File: config.mk
export PLATFORM = sky130hd
export DESIGN_NAME = sir_deframer
export DESIGN_NICKNAME = d
export VERILOG_FILES = /design/src/rtl/sir_deframer_pkg.sv /design/src/rtl/sir_byte_class.sv /design/src/rtl/sir_frame_fsm.sv /design/src/rtl/sir_len_counter.sv /design/src/rtl/sir_deframer.sv
export SDC_FILE = /design/constraint.sdc
export NUM_CORES = 1
export LEC_CHECK = 0
export CAP_MARGIN = 20
export CELL_PAD_IN_SITES_DETAIL_PLACEMENT = 0
export CELL_PAD_IN_SITES_GLOBAL_PLACEMENT = 1
export CORE_UTILIZATION = 37
export DETAILED_ROUTE_END_ITERATION = 16
export PLACE_DENSITY_LB_ADDON = 0.1
export SLEW_MARGIN = 5
export SYNTH_ARGS = -nofsm -noshare
export SYNTH_HDL_FRONTEND = slang
export SYNTH_SLANG_ARGS = --single-unit
File: constraint.sdc
create_clock -name clk -period 2.9 [get_ports clk]
set_clock_uncertainty 0.1 [all_clocks]
set_input_delay 0.58 -clock clk [delete_from_list [all_inputs] [get_ports clk]]
set_output_delay 0.58 -clock clk [all_outputs]
set_load 0.01 [all_outputs]
File: src/rtl/sir_deframer_pkg.sv
package sir_deframer_pkg;
  localparam int unsigned BYTE_W = 8;
  localparam logic [BYTE_W-1:0] FLAG_BEGIN = 8'hC0;
  localparam logic [BYTE_W-1:0] FLAG_END   = 8'hC1;
  localparam logic [BYTE_W-1:0] ESC_BYTE   = 8'h7D;
  localparam logic [BYTE_W-1:0] ESC_XOR    = 8'h20;

  typedef enum logic [1:0] {
    ST_IDLE = 2'd0,
    ST_OPEN = 2'd1,
    ST_ESC  = 2'd2
  } frm_state_e;

  typedef struct packed {
    logic is_begin;
    logic is_end;
    logic is_esc;
  } byte_kind_t;
endpackage

File: src/rtl/sir_byte_class.sv
module sir_byte_class
  import sir_deframer_pkg::*;
(
  input  logic [BYTE_W-1:0] byte_i,
  output byte_kind_t        kind_o
);
  always_comb begin
    kind_o.is_begin = (byte_i == FLAG_BEGIN);
    kind_o.is_end   = (byte_i == FLAG_END);
    kind_o.is_esc   = (byte_i == ESC_BYTE);
  end
endmodule

File: src/rtl/sir_frame_fsm.sv
module sir_frame_fsm
  import sir_deframer_pkg::*;
(
  input  logic              clk,
  input  logic              rst_n,
  input  logic              active_i,
  input  logic              valid_i,
  input  logic [BYTE_W-1:0] byte_i,
  input  byte_kind_t        kind_i,
  output logic              pass_o,
  output logic [BYTE_W-1:0] pass_data_o,
  output logic              eop_o,
  output logic              bad_o,
  output logic              start_o
);
  frm_state_e state_q, state_d;
  logic       seen_q, seen_d;
  logic       restart_q, restart_d;

  always_comb begin
    state_d     = state_q;
    seen_d      = seen_q;
    restart_d   = 1'b0;
    pass_o      = 1'b0;
    pass_data_o = byte_i;
    eop_o       = 1'b0;
    bad_o       = 1'b0;
    if (!active_i) begin
      state_d = ST_IDLE;
      seen_d  = 1'b0;
    end else if (valid_i) begin
      if (state_q == ST_IDLE) begin
        if (kind_i.is_begin) begin
          state_d   = ST_OPEN;
          restart_d = 1'b1;
        end
      end else if (kind_i.is_begin) begin
        if (seen_q) begin
          eop_o = 1'b1;
          bad_o = 1'b1;
        end
        state_d   = ST_OPEN;
        seen_d    = 1'b0;
        restart_d = 1'b1;
      end else if (kind_i.is_end) begin
        eop_o   = 1'b1;
        state_d = ST_IDLE;
        seen_d  = 1'b0;
      end else if (state_q == ST_OPEN && kind_i.is_esc) begin
        state_d = ST_ESC;
      end else begin
        pass_o  = 1'b1;
        seen_d  = 1'b1;
        state_d = ST_OPEN;
        if (state_q == ST_ESC) pass_data_o = byte_i ^ ESC_XOR;
      end
    end
  end

  always_ff @(posedge clk or negedge rst_n) begin
    if (!rst_n) begin
      state_q   <= ST_IDLE;
      seen_q    <= 1'b0;
      restart_q <= 1'b0;
    end else begin
      state_q   <= state_d;
      seen_q    <= seen_d;
      restart_q <= restart_d;
    end
  end

  assign start_o = restart_q;

  // no byte is forwarded unless a frame has been opened
  p_no_pass_idle_r2: assert property (@(posedge clk) disable iff (!rst_n)
    pass_o |-> (state_q != ST_IDLE));

  // a cut frame always restarts the count in the following cycle
  p_bad_restarts_r8: assert property (@(posedge clk) disable iff (!rst_n)
    bad_o |=> start_o);
endmodule

File: src/rtl/sir_len_counter.sv
module sir_len_counter #(
  parameter int unsigned CNT_W = 12
) (
  input  logic             clk,
  input  logic             rst_n,
  input  logic             start_i,
  input  logic             pass_i,
  input  logic             bad_i,
  input  logic [CNT_W-1:0] max_len_i,
  output logic             accept_o,
  output logic             first_o,
  output logic [CNT_W-1:0] cnt_o,
  output logic             err_len_o,
  output logic             err_bad_o
);
  localparam logic [CNT_W-1:0] CNT_ONE = {{(CNT_W-1){1'b0}}, 1'b1};

  logic [CNT_W-1:0] cnt_q, cnt_d, base;
  logic             el_q, el_d, eb_q, eb_d;

  always_comb begin
    base     = start_i ? '0 : cnt_q;
    accept_o = pass_i && (base < max_len_i);
    first_o  = (base == '0);
    cnt_d    = accept_o ? (base + CNT_ONE) : base;
    el_d     = (start_i ? 1'b0 : el_q) | (pass_i & ~accept_o);
    eb_d     = (start_i ? 1'b0 : eb_q) | bad_i;
  end

  always_ff @(posedge clk or negedge rst_n) begin
    if (!rst_n) begin
      cnt_q <= '0;
      el_q  <= 1'b0;
      eb_q  <= 1'b0;
    end else begin
      cnt_q <= cnt_d;
      el_q  <= el_d;
      eb_q  <= eb_d;
    end
  end

  assign cnt_o     = cnt_q;
  assign err_len_o = el_q;
  assign err_bad_o = eb_q;

  // each accepted byte in a running packet adds exactly one
  p_cnt_step_r6: assert property (@(posedge clk) disable iff (!rst_n)
    (accept_o && !start_i) |=> (cnt_q == $past(cnt_q) + CNT_ONE));

  // a byte at the limit is refused, count frozen, length flag raised
  p_len_cap_r7: assert property (@(posedge clk) disable iff (!rst_n)
    (pass_i && !start_i && (cnt_q >= max_len_i)) |=> (el_q && (cnt_q == $past(cnt_q))));
endmodule

File: src/rtl/sir_deframer.sv
module sir_deframer
  import sir_deframer_pkg::*;
#(
  parameter int unsigned CNT_W = 12
) (
  input  logic             clk,
  input  logic             rst_n,
  input  logic             in_valid,
  input  logic [7:0]       in_byte,
  input  logic             sir_mode,
  input  logic             filt_test,
  input  logic [CNT_W-1:0] max_len,
  output logic             out_valid,
  output logic [7:0]       out_byte,
  output logic             out_sop,
  output logic             out_eop,
  output logic [CNT_W-1:0] byte_cnt,
  output logic             err_len,
  output logic             err_bad,
  output logic [15:0]      flag_pair
);
  logic       rst_meta_q, rst_sync_q;
  logic       active;
  byte_kind_t kind;
  logic       pass, eop, bad, start, accept, first;
  logic [7:0] pass_data;
  logic       ov_q, ov_d, sop_q, sop_d, eop_q, eop_d;
  logic [7:0] ob_q, ob_d;
  logic       ob_en;

  // asynchronous assertion, synchronous release
  always_ff @(posedge clk or negedge rst_n) begin
    if (!rst_n) begin
      rst_meta_q <= 1'b0;
      rst_sync_q <= 1'b0;
    end else begin
      rst_meta_q <= 1'b1;
      rst_sync_q <= rst_meta_q;
    end
  end

  assign active = sir_mode | filt_test;

  sir_byte_class u_class (
    .byte_i (in_byte),
    .kind_o (kind)
  );

  sir_frame_fsm u_fsm (
    .clk         (clk),
    .rst_n       (rst_sync_q),
    .active_i    (active),
    .valid_i     (in_valid),
    .byte_i      (in_byte),
    .kind_i      (kind),
    .pass_o      (pass),
    .pass_data_o (pass_data),
    .eop_o       (eop),
    .bad_o       (bad),
    .start_o     (start)
  );

  sir_len_counter #(.CNT_W(CNT_W)) u_cnt (
    .clk       (clk),
    .rst_n     (rst_sync_q),
    .start_i   (start),
    .pass_i    (pass),
    .bad_i     (bad),
    .max_len_i (max_len),
    .accept_o  (accept),
    .first_o   (first),
    .cnt_o     (byte_cnt),
    .err_len_o (err_len),
    .err_bad_o (err_bad)
  );

  always_comb begin
    ov_d  = active ? accept : in_valid;
    ob_d  = active ? pass_data : in_byte;
    ob_en = ov_d;
    sop_d = active & accept & first;
    eop_d = active & eop;
  end

  always_ff @(posedge clk or negedge rst_sync_q) begin
    if (!rst_sync_q) begin
      ov_q  <= 1'b0;
      sop_q <= 1'b0;
      eop_q <= 1'b0;
      ob_q  <= '0;
    end else begin
      ov_q  <= ov_d;
      sop_q <= sop_d;
      eop_q <= eop_d;
      if (ob_en) ob_q <= ob_d;
    end
  end

  assign out_valid = ov_q;
  assign out_byte  = ob_q;
  assign out_sop   = sop_q;
  assign out_eop   = eop_q;
  assign flag_pair = {FLAG_END, FLAG_BEGIN};

  // a start marker only ever rides on a forwarded byte
  p_sop_has_data_r5: assert property (@(posedge clk) disable iff (!rst_sync_q)
    out_sop |-> out_valid);

  // the close marker occupies its own cycle
  p_eop_alone_r4: assert property (@(posedge clk) disable iff (!rst_sync_q)
    out_eop |-> !out_valid);

  // the cut-frame flag is only presented together with a close marker
  p_bad_on_eop_r8: assert property (@(posedge clk) disable iff (!rst_sync_q)
    err_bad |-> out_eop);

  // a start-of-packet byte always reports a count of one
  p_sop_count_r6: assert property (@(posedge clk) disable iff (!rst_sync_q)
    out_sop |-> (byte_cnt == {{(CNT_W-1){1'b0}}, 1'b1}));
endmodule

==> Implementation_results.wiki <==
{| class="wikitable"
! Metric !! Value
|-
| Data required time of the worst path || 2.99 ns
|-
| Type of origin of the critical path || primary input
|-
| Overall Global Routing Usage || 16.9%
|-
| Critical path arrival || 2.83 ns
|-
| Cells after DPL || 332
|-
| Synth warnings || 0
|-
| CORE AREA || 5170 sq um
|-
| CTS max path bufs || 2
|-
| Global-route wire length before repair || 7070 microns
|-
| Via count of the first global-routing pass || 1506
|-
| Post-route met1 wirelength || 2190 microns
|-
| Standard cell with the maximum stage delay on the critical path || clkdlybuf4s50_1
|-
| Area overhead of the layout relative to synthesis || 37.7%
|-
| Worst IR drop on VDD || 384 uV
|-
| Crit path cell chain || clkdlybuf4s50_1 -> inv_1 -> ha_1 -> a21o_1 -> a21oi_1 -> nand3_1 -> o21a_1 -> or2_1 -> buf_4 -> o31ai_1
|-
| Die height || 75.7 microns
|-
| Largest cells by area after synthesis || dfrtp_1, ha_1, buf_4
|-
| Number of buffer and inverter stages on the critical path || 3
|-
| Category of the worst setup path capture point || flop
|-
| Path type of the worst min-delay path || reg -> async
|-
| HPWL after detailed placement || 3460 microns
|-
| Overflow after GRT || 0
|-
| Root Driver || clkbuf_8
|-
| Number of flops mapped to enable cells by yosys || 0
|-
| Final Max Tran Viols || 0
|-
| Most common library cells after synthesis || dfrtp_1, inv_1, buf_4
|-
| Worst setup path category || in -> reg
|-
| Worst-path clk slew || 0.07 ns
|-
| Vias || 1616
|-
| Share of synthesized flip-flops with an asynchronous set or reset || 100%
|-
| Clock insertion delay at the later pin of the skew report || 0.29 ns
|-
| Achievable frequency || 365 MHz
|-
| Critical path's top delay family || compound AO/OA/AOI/OAI gates
|-
| Status || complete, no violations
|-
| Largest register FFs || 12
|-
| Delay contributed by the slowest stage of the critical path || 0.45 ns
|-
| Gate count after technology mapping || 200
|-
| Flip-flop and latch count after synthesis || 31
|-
| Post-detailed-route DRC marker count || 0
|-
| Hold-fix buffer count after cts || 0
|-
| Wirelength, routed || 4490 microns
|-
| Time the worst path needs with I/O delays and setup || 2.74 ns
|-
| CTS sink cnt || 31
|-
| First DRT Iteration DRCs || 53
|-
| Final hold vios || 0
|-
| Initial antenna violation count || 0
|-
| Sequential cell area || 776 sq um
|-
| Most used flip-flop cell after synthesis || dfrtp_1
|-
| Final weighted congestion of routability-driven global placement || 0.869
|-
| I/O pin total || 66
|-
| Setup-violating endpoint count in the final report || 0
|-
| Setup repair after global routing missed its margin || false
|-
| Number of buffers added on ports || 49
|-
| Initial core utilization || 38.9%
|-
| Die ar. || 5740 sq um
|-
| Post-synth design cell area || 2010 sq um
|-
| Proportion of netlist area held by the largest area contributor || 38.6%
|-
| Multi-input gate area in the final layout || 1070 sq um
|-
| Per-instance average area after synthesis || 10.1 sq um
|-
| Number of nets in the layout || 305
|-
| Post-placement setup slack || -0.157 ns
|-
| Die X || 75.7 microns
|-
| Count of distinct cell types in the synthesized netlist || 51
|-
| Part of the Yosys area used for sequential elements || 38.6%
|-
| Final Instance Count excl. Fillers || 340
|-
| Number of nets with antenna violations after detailed routing || 0
|-
| Number of buffers added by the clock tree synthesis step || 5
|-
| Most frequently used cell type in the post-synthesis netlist || dfrtp_1
|-
| Post-route cell area || 2770 sq um
|-
| Routed length on met3 || 201 microns
|-
| Top sig layer || met4
|-
| Max capacitance violation total || 0
|-
| Deepest level of the CTS H-tree || 2
|-
| Post-route total power || 1560 uW
|-
| First-pass detailed-route iteration total || 6
|-
| Placement Cell Area || 2640 sq um
|-
| Detailed-routed wire length on met2 || 2030 microns
|-
| Total stage count of the critical path || 10
|-
| Placement Rows || 26
|-
| Leakage || 0.00131 uW
|-
| Maximum number of pins on one net before global-route repair || 30
|-
| Avg Vias per Cell || 4.75
|-
| Share of the clock period used by the worst path || 94.5%
|-
| Final worst-path setup slack || 0.160 ns
|-
| Power density over the cells || 563 nW/um^2
|-
| # fillers || 484
|-
| CTS tree || done
|-
| Worst R2R Path Depth || 9
|-
| End-of-flow core utilization || 53.6%
|-
| Largest fanout on the critical path || 6
|-
| Buffer count from post-CTS setup fixing || 0
|-
| Fraction of final layout cells with drive strength greater than 1 || 18.5%
|-
| Antenna cell count || 0
|-
| Dominant cell type by area after synthesis || dfrtp_1
|-
| Routed wire per std cell || 13.2 microns
|}
[timing repair]
item	4_1_cts	5_1_grt
gates resized for setup	0	4
hold endpoints to repair	0	0
setup endpoints to repair	0	7
[path summary, 6_finish.rpt]
| check | slack [ns] | startpoint | endpoint |
|---|---|---|---|
| worst max-delay path | 0.16 | max_len[10] | u_cnt.cnt_o[6] |
| worst min-delay path | 0.15 | rst_sync_q | u_cnt.cnt_o[5] |
| worst max register to register | 0.17 | u_fsm.start_o | u_cnt.cnt_o[6] |
| worst min register to register | 0.15 | rst_sync_q | u_cnt.cnt_o[5] |
| max in group asynchronous | 2.24 | rst_n | rst_sync_q |
| min in group clk | 0.25 | rst_meta_q | rst_sync_q |
[cells in the final DEF, fill, tap and decap left out, drive strengths merged, types with 2 or more instances in the layout]
master | synthesis | layout
o221ai | 2 | 2
nand3 | 8 | 8
inv | 20 | 20
nand2 | 9 | 9
nor2 | 8 | 8
buf | 19 | 20
xnor2 | 4 | 4
conb | 2 | 17
dfrtp | 31 | 31
ha | 11 | 11
clkdlybuf4s50 | 0 | 49
nor2b | 7 | 7
and2b | 2 | 2
o21ai | 5 | 5
a21oi | 6 | 6
nor4 | 8 | 8
and3 | 4 | 4
nand4 | 2 | 2
clkbuf | 3 | 6
nor3 | 8 | 8
xor2 | 6 | 6
mux2 | 9 | 9
o31ai | 2 | 2
or2 | 3 | 3
nand2b | 2 | 2
[per-stage QoR]
| step | hold slack, ns | setup TNS, ns |
|---|---|---|
| after floorplan | 0.184 | 0 |
| after global placement | 0.162 | -0.861 |
| after detailed placement | 0.167 | -1.43 |
| after CTS | 0.175 | 0 |
| after global routing | 0.209 | 0 |
| final | 0.153 | 0 |
[worst reg2reg max path, delay by kind of cell (launching register included)]
| kind | cells | cell delay, ns |
|---|---|---|
| DFF | 1 | 0.52 |
| and+or+nand+nor | 2 | 0.52 |
| buffers and inverters | 2 | 0.38 |
| adders and majority gates | 1 | 0.29 |
| AOI/OAI and AO/OA | 4 | 0.82 |
[routing by layer]
metal | vias to the layer above | global-route usage (%)
li1 | 802 | -
met5 | - | 0
met2 | 42 | 25.5
met1 | 765 | 23.6
met4 | 0 | 6.17
met3 | 7 | 3.97
[logic make-up (layout without fill, tap and decap cells)]
family / after synthesis / after routing / share of synthesized area (%)
AO/OA/AOI/OAI: 26 / 26 / 9.70
multiplexers: 9 / 9 / 6.53
adder cells (fa/ha/maj): 11 / 11 / 6.84
AND/OR/NAND/NOR: 69 / 69 / 21.9
XOR/XNOR: 10 / 10 / 4.35
flip-flops: 31 / 31 / 38.6
buffers and inverters: 42 / 97 / 11.8
other: 2 / 17 / 0.373
[cell type report]
class	count	area share (%)
Inverter	20	2.71
Clock inverter	2	1.26
Sequential cell	31	28.0
Multi-Input combinational cell	142	38.8
Clock buffer	6	2.98
Timing Repair Buffer	69	23.1
Tap cell	70	3.16
[report_power, final]
group	total, uW	internal [uW]	switching [uW]	leakage, uW
combinational	550	299	250	0.000853
sequential	567	504	63.3	0.000397
clock	444	278	166	0.0000612
total	1560	1080	480	0.00131
Note: power is estimated with default switching activity, not from simulation.
